### config.mk
export PLATFORM = sky130hd
export DESIGN_NAME = hold_reset_ctrl
export DESIGN_NICKNAME = d
export VERILOG_FILES = /design/src/rtl/hrc_pkg.sv /design/src/rtl/hrc_sync.sv /design/src/rtl/hrc_tick.sv /design/src/rtl/hrc_ctrl.sv /design/src/rtl/hold_reset_ctrl.sv
export SDC_FILE = /design/constraint.sdc
export NUM_CORES = 1
export LEC_CHECK = 0
export ABC_CLOCK_PERIOD_IN_PS = 2000
export BUFFER_PORTS_ARGS = -buffer_cell sky130_fd_sc_hd__clkbuf_2
export CAP_MARGIN = 10
export CORE_UTILIZATION = 30
export DETAILED_ROUTE_END_ITERATION = 6
export PLACE_DENSITY_LB_ADDON = 0.3
export SLEW_MARGIN = 20
export SYNTH_ARGS = -nofsm -noshare
export SYNTH_HDL_FRONTEND = slang
export SYNTH_SLANG_ARGS = --single-unit
### constraint.sdc
create_clock -name clk -period 2 [get_ports clk]
set_input_delay 0.4 -clock clk [delete_from_list [all_inputs] [get_ports clk]]
set_output_delay 0.4 -clock clk [all_outputs]
set_load 0.05 [all_outputs]
### src/rtl/hrc_pkg.sv
// Shared types and helpers for the long-press reset controller.
// Assumes: nothing beyond IEEE 1800-2017.
package hrc_pkg;

    // Controller phases: start-up wait, armed, request active, waiting for a release.
    typedef enum logic [1:0] {
        ST_BOOT  = 2'd0,
        ST_ARMED = 2'd1,
        ST_FIRE  = 2'd2,
        ST_WAIT  = 2'd3
    } hrc_state_e;

    // Largest of four non-negative values, used to size the shared counter.
    function automatic int max4(input int a, input int b, input int c, input int d);
        int m;
        m = a;
        if (b > m) m = b;
        if (c > m) m = c;
        if (d > m) m = d;
        return m;
    endfunction

endpackage

### src/rtl/hrc_sync.sv
// Two-flop synchroniser for a bus of independent asynchronous lines.
// Assumes: each bit is a slow level (button or strap), so bits need no mutual coherence.
module hrc_sync #(
    parameter int             W       = 3,
    parameter logic [W-1:0]   RST_VAL = '1
) (
    input  logic         clk,
    input  logic         rst_n,
    input  logic [W-1:0] d_async,
    output logic [W-1:0] q_sync
);

    logic [W-1:0] meta_q;

    // Two register stages, both loaded with the idle value during reset.
    always_ff @(posedge clk) begin
        if (!rst_n) begin
            meta_q <= RST_VAL;
            q_sync <= RST_VAL;
        end else begin
            meta_q <= d_async;
            q_sync <= meta_q;
        end
    end

endmodule

### src/rtl/hrc_tick.sv
// Prescaler giving a one-clock tick every DIV clocks; all delays count these ticks.
// Assumes: DIV >= 1; with DIV = 1 the tick is permanently high.
module hrc_tick #(
    parameter int DIV = 50000
) (
    input  logic clk,
    input  logic rst_n,
    output logic tick
);

    generate
        if (DIV == 1) begin : g_every
            assign tick = 1'b1;
        end else begin : g_div
            localparam int DW = $clog2(DIV);
            localparam logic [DW-1:0] LAST = DW'(DIV - 1);
            logic [DW-1:0] div_q;

            // Free-running divider that wraps after DIV clocks.
            always_ff @(posedge clk) begin
                if (!rst_n) div_q <= '0;
                else if (div_q == LAST) div_q <= '0;
                else div_q <= div_q + 1'b1;
            end

            assign tick = (div_q == LAST);

            a_r1_tick_spacing: assert property (@(posedge clk) disable iff (!rst_n)
                tick |=> !tick);
        end
    endgenerate

endmodule

### src/rtl/hrc_ctrl.sv
// Hold / pulse sequencer. It counts ticks while all buttons are held, raises one
// request per press, and ends it either on release (level) or after a fixed pulse.
// Assumes: btn_s and sel_s are already synchronised; PULSE_TICKS >= 1, START_TICKS >= 1.
module hrc_ctrl
    import hrc_pkg::*;
#(
    parameter int NUM_BTN     = 2,
    parameter int HOLD_A      = 7500,
    parameter int HOLD_B      = 12500,
    parameter int PULSE_TICKS = 400,
    parameter int START_TICKS = 1,
    parameter int LEVEL_MODE  = 0,
    parameter int CW          = 14
) (
    input  logic               clk,
    input  logic               rst_n,
    input  logic               tick,
    input  logic [NUM_BTN-1:0] btn_s,
    input  logic               sel_s,
    output logic               req_n
);

    localparam logic [CW-1:0] HOLD_A_C     = CW'(HOLD_A);
    localparam logic [CW-1:0] HOLD_B_C     = CW'(HOLD_B);
    localparam logic [CW-1:0] PULSE_LAST   = CW'(PULSE_TICKS - 1);
    localparam logic [CW-1:0] START_LAST   = CW'(START_TICKS - 1);

    hrc_state_e    state;
    logic [CW-1:0] cnt;
    logic          sel_q;
    logic          all_low;
    logic [CW-1:0] hold_lim;

    assign all_low  = ~|btn_s;
    assign hold_lim = sel_q ? HOLD_B_C : HOLD_A_C;

    // Phase sequencing, shared tick counter, select capture and request register.
    always_ff @(posedge clk) begin
        if (!rst_n) begin
            state <= ST_BOOT;
            cnt   <= '0;
            sel_q <= 1'b0;
            req_n <= 1'b1;
        end else begin
            case (state)
                ST_BOOT: begin
                    sel_q <= sel_s;
                    if (tick) begin
                        if (cnt == START_LAST) begin
                            state <= ST_ARMED;
                            cnt   <= '0;
                        end else begin
                            cnt <= cnt + 1'b1;
                        end
                    end
                end
                ST_ARMED: begin
                    if (!all_low) begin
                        cnt   <= '0;
                        sel_q <= sel_s;
                    end else if (cnt >= hold_lim) begin
                        state <= ST_FIRE;
                        cnt   <= '0;
                        req_n <= 1'b0;
                    end else if (tick) begin
                        cnt <= cnt + 1'b1;
                    end
                end
                ST_FIRE: begin
                    if (LEVEL_MODE != 0) begin
                        if (!all_low) begin
                            state <= ST_ARMED;
                            req_n <= 1'b1;
                            sel_q <= sel_s;
                        end
                    end else if (tick) begin
                        if (cnt == PULSE_LAST) begin
                            state <= ST_WAIT;
                            cnt   <= '0;
                            req_n <= 1'b1;
                        end else begin
                            cnt <= cnt + 1'b1;
                        end
                    end
                end
                default: begin
                    if (!all_low) begin
                        state <= ST_ARMED;
                        cnt   <= '0;
                        sel_q <= sel_s;
                    end
                end
            endcase
        end
    end

    a_r1_fire_needs_all_low: assert property (@(posedge clk) disable iff (!rst_n)
        $fell(req_n) |-> $past(all_low));

    a_r4_sel_frozen_while_held: assert property (@(posedge clk) disable iff (!rst_n)
        ($past(all_low) && ($past(state) != ST_BOOT)) |-> $stable(sel_q));

    a_r7_no_request_after_wait: assert property (@(posedge clk) disable iff (!rst_n)
        ($past(state) == ST_WAIT) |-> req_n);

    a_r10_quiet_in_startup: assert property (@(posedge clk) disable iff (!rst_n)
        (state == ST_BOOT) |-> req_n);

    generate
        if (LEVEL_MODE != 0) begin : g_lvl_chk
            a_r6_level_release: assert property (@(posedge clk) disable iff (!rst_n)
                (!req_n && !all_low) |=> req_n);
        end else begin : g_pulse_chk
            a_r5_pulse_bounded: assert property (@(posedge clk) disable iff (!rst_n)
                (state == ST_FIRE) |-> (cnt <= PULSE_LAST));
        end
    endgenerate

endmodule

### src/rtl/hold_reset_ctrl.sv
// Top of the long-press reset controller: synchronises the buttons and the select,
// runs the tick prescaler, and drives the active-low reset request.
// Assumes: a single clock; rst_n is synchronous; the output drives an on-chip reset tree.
module hold_reset_ctrl #(
    parameter int NUM_BTN      = 2,
    parameter int TICK_DIV     = 50000,
    parameter int HOLD_A_TICKS = 7500,
    parameter int HOLD_B_TICKS = 12500,
    parameter int PULSE_TICKS  = 400,
    parameter int START_TICKS  = 1,
    parameter int LEVEL_MODE   = 0
) (
    input  logic               clk,
    input  logic               rst_n,
    input  logic [NUM_BTN-1:0] btn_n,
    input  logic               dly_sel,
    output logic               rst_req_n
);

    localparam int CNT_MAX = hrc_pkg::max4(HOLD_A_TICKS, HOLD_B_TICKS, PULSE_TICKS, START_TICKS);
    localparam int CW      = $clog2(CNT_MAX + 1) < 1 ? 1 : $clog2(CNT_MAX + 1);
    localparam logic [NUM_BTN:0] SYNC_IDLE = {1'b0, {NUM_BTN{1'b1}}};

    logic [NUM_BTN:0]   sync_q;
    logic               tick;

    hrc_sync #(
        .W       (NUM_BTN + 1),
        .RST_VAL (SYNC_IDLE)
    ) u_sync (
        .clk     (clk),
        .rst_n   (rst_n),
        .d_async ({dly_sel, btn_n}),
        .q_sync  (sync_q)
    );

    hrc_tick #(
        .DIV (TICK_DIV)
    ) u_tick (
        .clk   (clk),
        .rst_n (rst_n),
        .tick  (tick)
    );

    hrc_ctrl #(
        .NUM_BTN     (NUM_BTN),
        .HOLD_A      (HOLD_A_TICKS),
        .HOLD_B      (HOLD_B_TICKS),
        .PULSE_TICKS (PULSE_TICKS),
        .START_TICKS (START_TICKS),
        .LEVEL_MODE  (LEVEL_MODE),
        .CW          (CW)
    ) u_ctrl (
        .clk   (clk),
        .rst_n (rst_n),
        .tick  (tick),
        .btn_s (sync_q[NUM_BTN-1:0]),
        .sel_s (sync_q[NUM_BTN]),
        .req_n (rst_req_n)
    );

endmodule

== Word-level counts from Yosys, hierarchy flattened ==
Index checks and enable logic that the tools add are counted.

* Muxes and demuxes: 25
* Shift-type cells: 0
* Divide/modulo/power cells: 0
* $add $sub $neg: 2
* Multiply operators: 0
* Equal/unequal tests: 11
* Magnitude comparators: 1
* Reduce and logical (&&, ||, !) cells: 11
* Bitwise gates (word level): 2

{| class="wikitable"
|+ Operator list
! kind !! number
|-
| 14-bit 2-to-1 mux || 9
|-
| 14-bit one-hot mux with 3 select lines || 1
|-
| 16-bit by 1-bit adder with 16-bit output, second input constant || 1
|-
| 16-bit == test, second input constant || 1
|-
| 14-bit by 1-bit adder with 14-bit output, second input constant || 1
|-
| 14-bit by 9-bit == test with 1-bit output, second input constant || 1
|-
| 14-bit >= comparator || 1
|-
| 14-bit logical NOT || 1
|-
| 2-bit 2-to-1 mux || 7
|-
| 7-bit AND reduction || 1
|-
| 2-bit by 1-bit != test with 1-bit output, second input constant || 3
|-
| 2-bit != test, second input constant || 3
|-
| 2-bit one-hot mux with 3 select lines || 1
|-
| 1-bit 2-to-1 mux || 5
|-
| 5-bit AND reduction || 1
|-
| 4-bit by 2-bit != test with 1-bit output, second input constant || 1
|-
| 1-bit one-hot mux with 2 select lines || 2
|-
| 4-bit AND reduction || 1
|-
| 2-bit nonzero test || 2
|-
| 4-bit nonzero test || 1
|-
| 2-bit OR reduction || 2
|-
| 2-bit by 1-bit == test with 1-bit output, second input constant || 1
|-
| 2-bit == test, second input constant || 1
|-
| 2-bit logical NOT || 1
|-
| 2 further kinds || 3
|}

* Memory bits (writable): 0
* Output and inout bits: 1
* Bits in registers: 40
* Bits in latches: 0
* Input bits: 5
* Memories: 0
* ROM bits: 0

== Longest topological paths before layout ==
* Word-level depth: 5
* Mapped depth: 9
* Mapped depth without buffers: 8

== Modules after synthesis ==
Synthesis repeated with hierarchy kept, for this count alone.

* Cell total of the unflattened synthesis: 248
* Area total of the unflattened synthesis: 2303.5 µm²

{| class="wikitable"
|+ By module, submodules not included
! module !! area each (µm²) !! sequential area each (µm²) !! times used !! cells an instance
|-
| hrc_ctrl || 1421.4 || 360.3 || 1 || 161
|-
| hrc_tick || 724.4 || 320.3 || 1 || 75
|-
| hrc_sync || 157.7 || 120.1 || 1 || 12
|}

== Worst setup path before layout ==
Ideal clock, no wire load.

* Kind: register -> register
* Start: register u_ctrl.sel_q
* End: register u_ctrl.cnt[13]
* Library setup time: 101 ps
* Data arrival time: 2115 ps
* Slack: -216 ps
* Data required time: 1899 ps
* Cell stages (with the launch flop): 10
* Buffers on the path: 1
* Cells stage by stage: dfxtp_1 -> inv_1 -> ha_1 -> a211oi_2 -> a211oi_1 -> or4b_4 -> a21oi_4 -> buf_6 -> a22oi_1 -> o41ai_1

* Cells in the longest elaborated chain, start to end: 5
* Elaborated cells on any way between the ends: 7
* Those cells by class: order compare: 1; eq/ne: 1; mux: 4; reduce/logical: 1

{| class="wikitable"
|+ Ends and longest elaborated chain
! element !! RTL line !! source
|-
| start: declaration || hrc_ctrl.sv:30 || <nowiki>logic sel_q;</nowiki>
|-
| start signal: assignment || hrc_ctrl.sv:47 || <nowiki>sel_q <= sel_s;</nowiki>
|-
| start signal: assignment || hrc_ctrl.sv:60 || <nowiki>sel_q <= sel_s;</nowiki>
|-
| start signal: assignment || hrc_ctrl.sv:74 || <nowiki>sel_q <= sel_s;</nowiki>
|-
| 14-bit 2-to-1 mux (*) || hrc_ctrl.sv:35 || <nowiki>assign hold_lim = sel_q ? HOLD_B_C : HOLD_A_C;</nowiki>
|-
| 14-bit >= comparator (*) || hrc_ctrl.sv:61 || <nowiki>end else if (cnt >= hold_lim) begin</nowiki>
|-
| 14-bit 2-to-1 mux || hrc_ctrl.sv:61 ||
|-
| 14-bit 2-to-1 mux || hrc_ctrl.sv:58 || <nowiki>if (!all_low) begin</nowiki>
|-
| 14-bit one-hot mux with 3 select lines || hrc_ctrl.sv:45 || <nowiki>case (state)</nowiki>
|-
| end signal: assignment || hrc_ctrl.sv:53 || <nowiki>cnt <= cnt + 1'b1;</nowiki>
|-
| end signal: assignment || hrc_ctrl.sv:66 || <nowiki>cnt <= cnt + 1'b1;</nowiki>
|-
| end signal: assignment || hrc_ctrl.sv:82 || <nowiki>cnt <= cnt + 1'b1;</nowiki>
|-
| end: declaration || hrc_ctrl.sv:29 || <nowiki>logic [CW-1:0] cnt;</nowiki>
|}

Every way passes the cells marked *; elsewhere a longest branch is shown, timed or not.
A chain may end at the register's enable or synchronous reset.

== Worst setup path after layout ==
* Start: register u_ctrl.sel_q
* End: register u_ctrl.cnt[12]

Same word-level chain as after synthesis.

==> results by stage <==
Outcome:
- The run finished, with violations left.
- The final reports fail on negative setup slack.

STA:
- Setup slack on the critical path of the routed design comes to -130 ps.
- The final worst hold slack is about 280 ps.
- Headroom to the max-slew limit came out at ~72%.
- Based on the critical path, the design can be clocked at up to 0.470 GHz.
- The final count of hold timing violations is 0.
- The setup total negative slack is -1540 ps.
- Counting I/O delays and the setup requirement, the final critical path takes 2130 ps.
- The final worst-path cycle share is 106%.
- The actual transition at the worst max-transition pin is 413 ps.
- The final clock skew is 8.49 ps.
- Setup repair after global routing could not meet its margin everywhere.
- Setup violations remaining at the end of the flow were counted as 15.
- The max-slew violation count was 0.

Worst setup path:
- The category of the worst setup path capture point is a flop.
- Traced cell by cell, the critical path runs through ha_1 > a211oi_2 > o22ai_2 > or4b_4 > a21oi_4 > buf_12 > a22oi_1 > o31ai_1.
- For flop-to-flop paths, the worst setup slack is -130 ps.
- The kind of cell with the highest combined delay on the critical path is compound AO/OA/AOI/OAI gates.
- The maximum cell stage delay along the critical path is 510 ps.
- Data on the critical path is required at its endpoint by 2210 ps.
- The worst setup path is of the flop to flop kind.
- The worst path arrival time is 2340 ps.
- Together, buffers and inverters on the worst path number 1.
- STA classifies the critical path startpoint as a flop.
- The slowest cell on the critical path is sky130_fd_sc_hd__or4b_4.
- Along the worst path, the maximum fanout reaches 14.

CTS:
- After clock tree synthesis, the clock-pin slew on the worst setup and hold paths is 80 ps.
- The clock latency at the later pin of the worst-skew pair is about 290 ps.
- The count of hold buffers inserted by post-cts repair is 0.
- The number of buffers created by CTS is 5.
- The number of sinks driven by the clock tree is 40.
- The H-tree level count is 2.
- The cell chosen for the clock root is sky130_fd_sc_hd__clkbuf_8.
- The clock passes through at most 2 buffers.
- The TritonCTS clock tree is built.

Detailed routing:
- The average wire per cell in the routed design is approximately 12 um.
- The number of design rule violations left after detail routing is 0.
- For this block, the via count after detailed routing is approximately 1800.
- The number of nets still failing antenna checks after routing is 0.
- The overall routed net length is 4520 um.
- The total iterations of the first detailed-routing run is 4.
- Dividing the detail-routed via count by the number of cells gives 4.85.
- The DRC violation total after the first TritonRoute iteration is 74.

Cells and area:
- The area occupied by multi-input gates is 1280 um^2.
- The fraction of layout instances using a drive strength above 1 is approximately a quarter.
- The finished cells cover 2610 um^2.
- The area occupied by registers is 808 um^2.
- In the final design database the tool counted 291 nets.
- 0 antenna diodes ended up in the layout.
- At the end of the flow the core is filled with cells to 38.4%.
- The count of non-filler cells in the finished layout is around 370.
- The filler cell count in the final layout is 692.
- Relative to the synthesized area, the layout overhead comes to 23.1%.

Pwr:
- The power density over the cells is just over 600 nW/um^2.
- Summing internal, switching and leakage power gives 1.62 mW.
- The reported leakage power is 1.06 nW.
- Across the VDD grid, the largest voltage drop is 0.000368 V.

Place:
- Before CTS, the worst setup slack after placement is -140 ps.
- The number of placed instances, taps included, is 359.
- The congestion estimate from routability-driven global placement came to between 0.8 and 0.9.
- The HPWL after detailed placement is 3390 um.
- In this run the cell area measured after placement is 2490 um^2.
- The count of input and output buffers is 5.

Global routing:
- The wire length of the first global-routing pass is 7640 um.
- Global routing used 13.2% of the available tracks across all layers.
- The number of antenna violations at the first check in global routing came to 0.
- The number of global-route vias before repair is 1595.
- After global routing the overflow that remains totals 0.
- Entering global routing, the biggest net connects 16 pins.

Synth:
- Yosys printed 0 warnings.
- The number of register bits inferred by synthesis is 40.
- The number of nets handed over by synthesis was 254.
- The most used flip-flop cell after synthesis is sky130_fd_sc_hd__dfxtp_1.
- The average cell area after synthesis is 9.06 um^2.
- Of all flip-flops after synthesis, the portion carrying an async set or reset was 0%.
- The sequential area share after synthesis is 37.8%.
- The mapped netlist covers 2120 um^2.
- Counting distinct cell types in the post-synthesis netlist gives 45.
- The count of flip-flops with a built-in enable after synthesis is 0.
- The cell count after synthesis came out at 234.

Floorplan:
- The site row count is 30.
- The vertical extent of the die is 86.1 um.
- The die outline width is ~86 um.
- 6 I/O pins were placed.
- The starting density of the core is between 30 and 40%.
- The placeable core region is slightly below 7000 um^2.
- The die covers 7410 um^2.

Run:
- Max-cap violations in this run came to 0.

Worst hold path:
- The worst hold path belongs to the class primary input to flop.
[kinds of logic (layout without fill, tap and decap cells)]
group | Yosys count | count (layout) | share of synthesized area, %
simple gates | 100 | 100 | 25.9
mux | 3 | 3 | 1.42
compound gates | 46 | 46 | 16.8
xor+xnor | 14 | 14 | 5.79
flops | 40 | 40 | 37.8
buf+inv | 16 | 53 | 3.54
fa+ha+maj | 15 | 15 | 8.85
[layout make-up]
| cell class | count | area share, % |
|---|---|---|
| Multi-Input combinational cell | 178 | 49.1 |
| Inverter | 8 | 1.15 |
| Clock inverter | 2 | 0.479 |
| Sequential cell | 40 | 31.0 |
| Tap cell | 96 | 4.60 |
| Clock buffer | 5 | 2.64 |
| Timing Repair Buffer | 38 | 11.1 |
[worst paths after layout]
check | startpoint | to | depth (start not counted)
setup / recovery | u_ctrl.sel_q | u_ctrl.cnt[12] | 8
hold / removal | btn_n[1] | u_sync.meta_q[1] | 2
setup reg to reg | u_ctrl.sel_q | u_ctrl.cnt[12] | 8
hold reg to reg | u_sync.meta_q[0] | u_sync.q_sync[0] | 1
[layout by cell type, fill, tap and decap left out, types with 6 or more instances in the layout]
master | Yosys | layout
sky130_fd_sc_hd__a22oi_1 | 10 | 10
sky130_fd_sc_hd__and3_1 | 19 | 19
sky130_fd_sc_hd__buf_4 | 1 | 31
sky130_fd_sc_hd__dfxtp_1 | 40 | 36
sky130_fd_sc_hd__ha_1 | 15 | 14
sky130_fd_sc_hd__inv_1 | 8 | 7
sky130_fd_sc_hd__nand2_1 | 12 | 12
sky130_fd_sc_hd__nand3_1 | 14 | 14
sky130_fd_sc_hd__nand4_1 | 8 | 8
sky130_fd_sc_hd__nor2_1 | 26 | 26
sky130_fd_sc_hd__o31ai_1 | 11 | 11
sky130_fd_sc_hd__xnor2_1 | 8 | 8
sky130_fd_sc_hd__xor2_1 | 6 | 6
[where the power goes]
| group | total, mW | internal (mW) | leakage, nW | switching, mW |
|---|---|---|---|---|
| sequential | 0.826 | 0.816 | 0.327 | 0.0101 |
| clock | 0.514 | 0.236 | 0.0400 | 0.278 |
| combinational | 0.278 | 0.121 | 0.691 | 0.157 |
| total | 1.62 | 1.17 | 1.06 | 0.444 |
[state kept, by name, summed over array words and instances (netlist names)]
signal,flops
u_ctrl.cnt,14
u_ctrl.sel_q,1
u_sync.meta_q,3
u_tick.g_div.div_q,16
u_ctrl.state,2
u_ctrl.req_n,1
u_sync.q_sync,3
[repair_timing]
| action | CTS | global route |
|---|---|---|
| endpoints found under the setup margin | 16 | 17 |
| pin swaps | 1 | 3 |
| resized for setup | 4 | 2 |
| setup buffers | 1 | 0 |
| endpoints found under the hold margin | 0 | 0 |
[synth_stat cells, types with 3 or more instances]
cell type	n	share of area, %
sky130_fd_sc_hd__nand2b_1	4	1.2
sky130_fd_sc_hd__and3_1	19	5.6
sky130_fd_sc_hd__nor2_1	26	4.6
sky130_fd_sc_hd__o21ai_1	3	0.71
sky130_fd_sc_hd__buf_2	3	0.71
sky130_fd_sc_hd__mux2i_1	3	1.4
sky130_fd_sc_hd__xnor2_1	8	3.3
sky130_fd_sc_hd__inv_1	8	1.4
sky130_fd_sc_hd__and2_1	4	1.2
sky130_fd_sc_hd__nand3_1	14	3.3
sky130_fd_sc_hd__ha_1	15	8.9
sky130_fd_sc_hd__xor2_1	6	2.5
sky130_fd_sc_hd__a22oi_1	10	3.5
sky130_fd_sc_hd__nand4_1	8	2.4
sky130_fd_sc_hd__clkbuf_1	3	0.53
sky130_fd_sc_hd__a21oi_1	3	0.71
sky130_fd_sc_hd__dfxtp_1	40	38
sky130_fd_sc_hd__o31ai_1	11	3.9
sky130_fd_sc_hd__nand2_1	12	2.1
sky130_fd_sc_hd__a211oi_1	4	1.4
sky130_fd_sc_hd__nor4_1	3	0.89
[routing by layer]
layer  vias up  GRT usage [%]  part of all wire [%]
li1        930              -                     -
met1       833           17.2                    51
met2        14           21.3                    46
met3         4           4.04                   1.9
met4         0           3.18                  0.73
met5         -              0                     0
(Power assumes the default switching activity.)
